===== src/rtl/manch_enc_pkg.sv =====
package manch_enc_pkg;

    localparam int WORD_BITS     = 16;
    localparam int SYNC_BITS     = 3;
    localparam int LEAD_PERIODS  = 1;
    localparam int FRAME_PERIODS = LEAD_PERIODS + SYNC_BITS + WORD_BITS;
    localparam int FRAME_HALVES  = 2 * FRAME_PERIODS;
    localparam int SYNC_FIRST    = 2 * LEAD_PERIODS;
    localparam int DATA_FIRST    = SYNC_FIRST + 2 * SYNC_BITS;
    localparam int REQ_FIRST     = DATA_FIRST - 2;
    localparam int REQ_LAST      = FRAME_HALVES - 3;
    localparam int HALF_W        = $clog2(FRAME_HALVES);

    typedef logic [HALF_W-1:0] half_t;

    // What the line carries during the coming half-bit
    typedef enum logic [1:0] {
        HK_IDLE,
        HK_SYNC,
        HK_DATA,
        HK_PARITY
    } half_kind_e;

    typedef struct packed {
        half_kind_e kind;
        half_t      idx;    // half-bit index inside its segment
        logic       first;  // coming half is the first half of a bit period
    } half_cmd_t;

    // Sync shape: first SYNC_BITS halves carry cmd, the rest its inverse
    function automatic logic sync_level(input logic cmd, input half_t idx);
        return (int'(idx) < SYNC_BITS) ? cmd : ~cmd;
    endfunction

    // Odd parity from the running XOR of the data bits
    function automatic logic odd_parity_bit(input logic xor_acc);
        return ~xor_acc;
    endfunction

endpackage


===== src/rtl/manch_half_tick.sv =====
module manch_half_tick #(
    parameter bit USE_PRESCALER = 1'b0,
    parameter int DIV           = 6
) (
    input  logic clk_i,
    input  logic rst_i,
    input  logic clr_i,
    output logic tick_o,
    output logic ph_o
);

    generate
        if (USE_PRESCALER) begin : g_div
            localparam int CW = (DIV > 1) ? $clog2(DIV) : 1;
            logic [CW-1:0] cnt_q;

            always_ff @(posedge clk_i) begin
                if (rst_i || clr_i) begin
                    cnt_q <= '0;
                end else if (cnt_q == CW'(DIV - 1)) begin
                    cnt_q <= '0;
                end else begin
                    cnt_q <= cnt_q + 1'b1;
                end
            end

            assign tick_o = (cnt_q == CW'(DIV - 1));

            // divider never leaves its range
            a_r11_div_range: assert property (@(posedge clk_i) disable iff (rst_i)
                cnt_q <= CW'(DIV - 1));
        end else begin : g_pass
            assign tick_o = 1'b1;
        end
    endgenerate

    logic ph_q;

    always_ff @(posedge clk_i) begin
        if (rst_i || clr_i) begin
            ph_q <= 1'b0;
        end else if (tick_o) begin
            ph_q <= ~ph_q;
        end
    end

    assign ph_o = ph_q;

    // shift-clock phase flips on every half-bit tick
    a_r1_phase_flip: assert property (@(posedge clk_i) disable iff (rst_i)
        (tick_o && !clr_i) |=> (ph_o != $past(ph_o)));

endmodule


===== src/rtl/manch_frame_seq.sv =====
module manch_frame_seq
    import manch_enc_pkg::*;
(
    input  logic      clk_i,
    input  logic      rst_i,
    input  logic      clr_i,
    input  logic      tick_i,
    input  logic      ph_i,
    input  logic      en_i,
    input  logic      sel_i,
    output half_cmd_t nx_o,
    output logic      cmd_o,
    output logic      req_o
);

    logic  active_q, active_d;
    logic  pend_q, pend_d;
    half_t half_q, half_d;
    logic  cmd_q;
    logic  boundary;
    logic  last_half;

    // A tick while the phase is high ends a bit period (falling shift clock)
    assign boundary  = tick_i & ph_i;
    assign last_half = active_q && (half_q == half_t'(FRAME_HALVES - 1));

    always_comb begin
        active_d = active_q;
        half_d   = half_q;
        pend_d   = pend_q;
        if (tick_i) begin
            if (boundary) begin
                pend_d = 1'b0;
            end
            if (active_q) begin
                if (last_half) begin
                    pend_d   = 1'b1;
                    half_d   = '0;
                    active_d = en_i;
                end else begin
                    half_d = half_q + 1'b1;
                end
            end else if (boundary && en_i) begin
                active_d = 1'b1;
                half_d   = '0;
            end
        end
    end

    always_comb begin
        nx_o.first = ph_i;
        nx_o.kind  = HK_IDLE;
        nx_o.idx   = '0;
        if (active_d && (half_d >= half_t'(DATA_FIRST))) begin
            nx_o.kind = HK_DATA;
            nx_o.idx  = half_d - half_t'(DATA_FIRST);
        end else if (active_d && (half_d >= half_t'(SYNC_FIRST))) begin
            nx_o.kind = HK_SYNC;
            nx_o.idx  = half_d - half_t'(SYNC_FIRST);
        end else if (pend_d) begin
            nx_o.kind = HK_PARITY;
        end
    end

    always_ff @(posedge clk_i) begin
        if (rst_i || clr_i) begin
            active_q <= 1'b0;
            half_q   <= '0;
            pend_q   <= 1'b0;
            cmd_q    <= 1'b0;
        end else begin
            active_q <= active_d;
            half_q   <= half_d;
            pend_q   <= pend_d;
            // rising shift-clock edge of the lead-in period
            if (tick_i && active_d && (half_d == half_t'(1))) begin
                cmd_q <= sel_i;
            end
        end
    end

    assign cmd_o = cmd_q;
    assign req_o = active_q && (half_q >= half_t'(REQ_FIRST))
                            && (half_q <= half_t'(REQ_LAST));

    // the half-bit counter stays inside one word cycle
    a_r2_half_range: assert property (@(posedge clk_i) disable iff (rst_i)
        active_q |-> (half_q <= half_t'(FRAME_HALVES - 1)));

    // the request window opens at the start of bit period 3
    a_r4_req_open: assert property (@(posedge clk_i) disable iff (rst_i)
        $rose(req_o) |-> (half_q == half_t'(REQ_FIRST)));

    // enable high at the end of a word restarts the cycle at once
    a_r7_back_to_back: assert property (@(posedge clk_i) disable iff (rst_i)
        (tick_i && last_half && en_i && !clr_i) |=> (active_q && half_q == '0));

    // abort leaves no word in flight
    a_r9_abort_idle: assert property (@(posedge clk_i) disable iff (rst_i)
        clr_i |=> (!active_q && !pend_q && !req_o));

endmodule


===== src/rtl/manch_bit_shaper.sv =====
module manch_bit_shaper
    import manch_enc_pkg::*;
(
    input  logic      clk_i,
    input  logic      rst_i,
    input  logic      clr_i,
    input  logic      tick_i,
    input  half_cmd_t nx_i,
    input  logic      cmd_i,
    input  logic      sdi_i,
    output logic      drive_o,
    output logic      lvl_o
);

    logic bit_q;
    logic acc_q;
    logic drive_q;
    logic lvl_q;

    always_ff @(posedge clk_i) begin
        if (rst_i || clr_i) begin
            bit_q   <= 1'b0;
            acc_q   <= 1'b0;
            drive_q <= 1'b0;
            lvl_q   <= 1'b0;
        end else if (tick_i) begin
            unique case (nx_i.kind)
                HK_SYNC: begin
                    drive_q <= 1'b1;
                    lvl_q   <= sync_level(cmd_i, nx_i.idx);
                end
                HK_DATA: begin
                    drive_q <= 1'b1;
                    if (nx_i.first) begin
                        lvl_q <= sdi_i;
                        bit_q <= sdi_i;
                        acc_q <= (nx_i.idx == '0) ? sdi_i : (acc_q ^ sdi_i);
                    end else begin
                        lvl_q <= ~bit_q;
                    end
                end
                HK_PARITY: begin
                    drive_q <= 1'b1;
                    lvl_q   <= nx_i.first ? odd_parity_bit(acc_q)
                                          : ~odd_parity_bit(acc_q);
                end
                default: begin
                    drive_q <= 1'b0;
                    lvl_q   <= 1'b0;
                end
            endcase
        end
    end

    assign drive_o = drive_q;
    assign lvl_o   = lvl_q;

    // the second half of a data or parity bit inverts the first half
    a_r5_mid_invert: assert property (@(posedge clk_i) disable iff (rst_i || clr_i)
        (tick_i && !nx_i.first && (nx_i.kind == HK_DATA || nx_i.kind == HK_PARITY))
        |=> (lvl_o != $past(lvl_o)));

endmodule


===== src/rtl/manch_encoder.sv =====
module manch_encoder
    import manch_enc_pkg::*;
#(
    parameter bit USE_PRESCALER = 1'b0,
    parameter int PRESCALE_DIV  = 6
) (
    input  logic clk_i,
    input  logic rst_i,
    input  logic mr_i,
    input  logic enc_en_i,
    input  logic sync_cmd_i,
    input  logic sdata_i,
    input  logic inhibit_n_i,
    output logic shift_clk_o,
    output logic data_req_o,
    output logic line_pos_o,
    output logic line_neg_o
);

    logic      tick;
    logic      ph;
    half_cmd_t nx;
    logic      cmd;
    logic      drive;
    logic      lvl;

    manch_half_tick #(
        .USE_PRESCALER(USE_PRESCALER),
        .DIV          (PRESCALE_DIV)
    ) i_tick (
        .clk_i (clk_i),
        .rst_i (rst_i),
        .clr_i (mr_i),
        .tick_o(tick),
        .ph_o  (ph)
    );

    manch_frame_seq i_seq (
        .clk_i (clk_i),
        .rst_i (rst_i),
        .clr_i (mr_i),
        .tick_i(tick),
        .ph_i  (ph),
        .en_i  (enc_en_i),
        .sel_i (sync_cmd_i),
        .nx_o  (nx),
        .cmd_o (cmd),
        .req_o (data_req_o)
    );

    manch_bit_shaper i_shaper (
        .clk_i  (clk_i),
        .rst_i  (rst_i),
        .clr_i  (mr_i),
        .tick_i (tick),
        .nx_i   (nx),
        .cmd_i  (cmd),
        .sdi_i  (sdata_i),
        .drive_o(drive),
        .lvl_o  (lvl)
    );

    assign shift_clk_o = ph;
    assign line_pos_o  = ~inhibit_n_i | (drive & lvl);
    assign line_neg_o  = ~inhibit_n_i | (drive & ~lvl);

endmodule


===== config.mk =====
export PLATFORM = sky130hd
export DESIGN_NAME = manch_encoder
export DESIGN_NICKNAME = d
export VERILOG_FILES = /design/src/rtl/manch_enc_pkg.sv /design/src/rtl/manch_half_tick.sv /design/src/rtl/manch_frame_seq.sv /design/src/rtl/manch_bit_shaper.sv /design/src/rtl/manch_encoder.sv
export SDC_FILE = /design/constraint.sdc
export NUM_CORES = 1
export LEC_CHECK = 0
export BUFFER_PORTS_ARGS = -buffer_cell sky130_fd_sc_hd__buf_4
export CAP_MARGIN = 10
export CORE_ASPECT_RATIO = 1.5
export CORE_MARGIN = 2
export CORE_UTILIZATION = 30
export CTS_CLUSTER_DIAMETER = 200
export DETAILED_ROUTE_END_ITERATION = 7
export HOLD_SLACK_MARGIN = 0.1
export SETUP_SLACK_MARGIN = 0.1
export SLEW_MARGIN = 20
export SYNTH_ARGS = -nofsm -noshare
export SYNTH_HDL_FRONTEND = slang
export SYNTH_SLANG_ARGS = --single-unit

===== constraint.sdc =====
create_clock -name clk_i -period 9.5 [get_ports clk_i]
set_input_delay 2.85 -clock clk_i [delete_from_list [all_inputs] [get_ports clk_i]]
set_output_delay 2.85 -clock clk_i [all_outputs]
set_load 0.03 [all_outputs]

Word-level counts from Yosys, hierarchy flattened --
Index checks and enable logic that the tools add are counted.
Operators by class: add/sub/neg operators 3, $mul 0, div/mod/pow operators 0, $lt $le $gt $ge 5, eq/ne operators 5, shift operators 0, muxes and demuxes 19, bitwise gates (word level) 11, reductions and logical operators 11
Operators with widths (count):
- 6-bit 2-to-1 mux | 4
- 1-bit 2-to-1 mux | 11
- 8-bit 2-to-1 mux | 1
- 1-bit logical AND | 7
- 6-bit by 1-bit adder with 6-bit output, second input constant | 1
- 6-bit by 1-bit == test with 1-bit output, second input constant | 1
- 6-bit == test, second input constant | 1
- 6-bit by 2-bit >= comparator with 1-bit output, second input constant | 1
- 6-bit by 3-bit >= comparator with 1-bit output, second input constant | 1
- 6-bit by 4-bit >= comparator with 1-bit output, second input constant | 1
- 6-bit <= comparator, second input constant | 1
- 6-bit logical NOT | 1
- 6-bit by 2-bit < comparator with 1-bit output, second input constant | 1
- 1-bit NOT | 6
- 6-bit by 2-bit subtractor with 6-bit output, second input constant | 1
- 6-bit by 4-bit subtractor with 6-bit output, second input constant | 1
- 2-bit == test, second input constant | 2
- 2-bit 2-to-1 mux | 2
- 1-bit one-hot mux with 3 select lines | 1
- 3-bit OR reduction | 1
- 1-bit bitwise AND | 2
- 2-bit by 1-bit == test with 1-bit output, second input constant | 1
- 1-bit OR | 2
- 2-bit AND reduction | 1
- other kinds (2) | 2
Word-level totals: bits in registers 14, bits in latches 0, bits in writable memories 0, memory bits (read-only) 0, output and inout port bits 4, word-level logic and storage cells 63, memories 0

Longest topological paths before layout --
depth in word-level cells 11, gate-level depth with buffers 12, depth with buffers taken out 11

Hierarchy --
A second synthesis with hierarchy kept.
Unflattened totals: cells, all modules 141, area, all modules 1138.6 um^2
By module, submodules not included:
- manch_frame_seq | times used 1, cells each 102, area an instance 823.3 um^2, sequential area each 180.2 um^2
- manch_bit_shaper | times used 1, cells each 31, area an instance 254.0 um^2, sequential area each 80.1 um^2
- manch_half_tick | times used 1, cells each 4, area an instance 41.3 um^2, sequential area each 20.0 um^2
- manch_encoder | times used 1, cells each 4, area an instance 20.0 um^2, sequential area each 0.0 um^2

Least setup slack after synthesis --
OpenSTA, ideal clock, no wires.
path kind input-to-output, from input port inhibit_n_i, to output port line_neg_o, data arrival time 3.166 ns, data required time 6.650 ns, slack 3.484 ns, cell stages on the path 1, path buffers 0, path through o21ai_0
Between the ends: cells in the longest elaborated chain, start to end 2
Ends and longest elaborated chain:
- start: declaration | RTL line manch_encoder.sv:13 | input logic inhibit_n_i,
- 1-bit NOT | RTL line manch_encoder.sv:65 | assign line_neg_o = ~inhibit_n_i | (drive & ~lvl);
- 1-bit OR | RTL line manch_encoder.sv:65
- end: declaration | RTL line manch_encoder.sv:17 | output logic line_neg_o
No other way between the ends.

Final worst setup path --
Ends and elaborated chain as after synthesis.

==> results by group <==
Run status
  • Status: complete, no violations

Critical path
  • Highest-delay cell along the critical path: buf_4
  • Worst reg-to-reg path cell count: 10
  • Reg-to-Reg End: i_shaper.lvl_o
  • Critical Path Fanout Max: 2
  • Most frequent CP cell: buf_4
  • CP arrival: 3220 ps
  • Reg2reg setup slack: 6220 ps
  • Worst path max stage delay: 190 ps
  • WS Path Type: in2out
  • Reg2reg start: i_seq.half_q[1]
  • Worst Setup Start Kind: primary input
  • CP bufs+invs: 2
  • CP Capture Type: primary output
  • Worst EP required: ~6700 ps
  • Top delay family on crit path: buffers and inverters
  • Crit-path cells: buf_4 > o21ai_0 > buf_4

Finish
  • Fill count: 353
  • Fin area: ~0.0012 mm²
  • Final Net Count: 153
  • Share of post-route cells with drive strength above 1: about a fifth
  • Antenna Cells: 0
  • Synthesis-to-finish area growth: 13.3%
  • Final Util: roughly 36%

Timing
  • Period minus WS final: 6070 ps
  • Peak Freq: roughly 160 MHz
  • Final setup fails: 0
  • Worst Skew: ~5.5 ps
  • Worst Tran Pin Value: 512 ps
  • Rel. slew slack: around 66%
  • Period utilization: between 60% and 70%
  • Fin Setup TNS: 0 ps
  • RSZ-0062 raised after global routing: false
  • Final hold vios: 0
  • Slew Limit Fails: 0

Clock tree
  • Clock Latency Late Sink: between 200 and 300 ps
  • Htree depth: 1
  • CTS tree: done
  • Clock sinks: 14
  • Root Buffer: clkbuf_8
  • Cts bufs inserted: 3
  • # Post-CTS Setup Buffers: 0
  • Clock Path Buffers: 2
  • CTS clock-pin slew for the worst setup and hold paths: around 60 ps
  • Hold_buf cts: 0
  • CTS resizes: 0

Floorplan
  • Core area: ~0.0034 mm²
  • Die ar.: 0.00411 mm²
  • Initial Utilization: a little under a third
  • Chip height: between 70 and 80 µm
  • Cell row count: 26
  • I/O pin cnt: 11
  • Die X: around 53 µm

Global routing
  • GRT met2 Usage: 21.9%
  • Met1 GRT Util: 14.3%
  • Global Route met3 Usage: under 10%
  • Most Crowded Layer GR: met2
  • GRT overflow: 0
  • Total track usage: 13.1%
  • Pin count of the biggest net entering global routing: 14
  • Vias in the first global route: between 900 and 1000
  • First-pass GRT wire length: between 4 and 5 mm
  • Antenna violations before repair: 0

Hold path
  • Hold_sp: i_shaper.bit_q
  • Worst min path class: reg2reg
  • Hold path endpoint: i_shaper.bit_q
  • WHS Path Cells: 2

Logic synthesis
  • Top post-synthesis cells by area: dfxtp_1, ha_1, nor2_1
  • Seq cells post-synth: 14
  • Post-synthesis async set-or-reset flop share: 0%
  • Yosys cell types: 44
  • Synth cell count leaders: nor2_1, dfxtp_1, inv_1
  • Post-synthesis cell count: 129
  • Main flop type after synthesis: dfxtp_1
  • Post-synth EDFFs: 0
  • Synth area leader: dfxtp_1
  • Synthesized area per cell: around 8.4 µm²
  • Yosys warning count: 0
  • Synth top area share: between 20 and 30%
  • Syn Nets: roughly 140
  • Synthesized area: ~0.0011 mm²
  • Top-count cell post-synth: nor2_1
  • Seq/Total Area, Yosys: approximately 26%

Drt
  • DRT iter0 DRCs: 17
  • ANT nets after route: 0
  • WL/cell: around 14 µm
  • Vias: slightly below 1000
  • Initial DRT Pass Iterations: 4
  • DRT Wirelength: roughly 2.5 mm
  • DRC: 0
  • Vias per cell: roughly 5.4

Power and ir drop
  • Cell area power density: approximately 110 mW/mm²
  • Leakage power: between 0.4 and 0.5 nW
  • Worst vdd ir: around 0.097 mV
  • Total power draw: 0.000130 W

Place
  • Routability cong.: around 0.87
  • DP HPWL: approximately 1.9 mm
  • Placed inst area: 0.00117 mm²
  • PortBufs: 10

Job
  • Max_cap viols: 0
## report_power, final
group / internal (W) / leakage [nW] / total, W / switching (W)
clock network: 0.0000368 / 0.0288 / 0.0000596 / 0.0000228
logic: 0.00000425 / 0.325 / 0.0000100 / 0.00000577
registers: 0.0000591 / 0.113 / 0.0000603 / 0.00000115
## cell families (layout without fill, tap and decap cells)
family	after synthesis	in the layout	share of synthesized area [%]
adders and majority gates	8	8	9.26
DFF	14	14	25.9
muxes	5	5	4.75
AOI/OAI and AO/OA	34	34	25.2
xor gates and xnor gates	3	3	2.43
and+or+nand+nor	49	49	25.3
buffers and inverters	16	24	7.06
## metrics by stage
stage          setup slack [ps]  cells  hold WS [ps]
3_5_place_dp               3430    175           491
3_3_place_gp               3450    175           467
4_1_cts                    3430    179           507
6_report                   3430    179           505
2_1_floorplan              3480    129           451
5_1_grt                    3400    179           535
## tightest hold or removal path, stage by stage (launching register included)
cell and delay [ps]:
dfxtp_1 330, a21oi_1 70, nor2_1 80
## cell type report
| type | count | area (µm²) | share of cell area, % |
|---|---|---|---|
| multi-input combinational | 99 | 724 | 59.1 |
| clock buffer | 4 | 55.1 | 4.49 |
| timing repair buffer | 10 | 75.1 | 6.13 |
| sequential | 14 | 280 | 22.9 |
| tap | 42 | 52.6 | 4.29 |
| inverter | 10 | 37.5 | 3.06 |
## placed cells by master, fill, tap and decap left out, types with 2 or more instances in the layout
cell	instances
or2_2	2
inv_1	10
a22oi_1	4
a21oi_1	7
a41oi_1	2
dfxtp_1	14
nand2b_1	2
ha_1	8
nand4b_4	2
nor2_1	19
nor3_1	4
clkbuf_8	4
nand2_1	8
nand3_1	4
xor2_1	2
o21ai_0	4
mux2i_1	4
o211a_1	2
buf_4	10
or4_1	2
## routing by layer
| layer | wire, µm | up-vias |
|---|---|---|
| met5 | 0 | - |
| met4 | 81 | 0 |
| met3 | 79 | 7 |
| met2 | 1280 | 23 |
| met1 | 1030 | 458 |
| li1 | - | 475 |
## how the worst max path moves through the flow
stage / depth (start not counted) / slack (ps) / from / end
2_1_floorplan: 1 / 3480 / inhibit_n_i / line_neg_o
3_3_place_gp: 3 / 3450 / inhibit_n_i / line_neg_o
3_5_place_dp: 3 / 3430 / inhibit_n_i / line_neg_o
4_1_cts: 3 / 3430 / inhibit_n_i / line_neg_o
5_1_grt: 3 / 3400 / inhibit_n_i / line_neg_o
6_report: 3 / 3430 / inhibit_n_i / line_neg_o
## sequential cells by signal (all words and copies together) (netlist names)
register          count
i_seq.pend_q          1
i_seq.active_q        1
i_shaper.drive_o      1
i_shaper.lvl_o        1
i_seq.half_q          6
i_shaper.acc_q        1
i_seq.cmd_o           1
i_shaper.bit_q        1
i_tick.ph_o           1
Note: power is estimated with default switching activity, not from simulation.
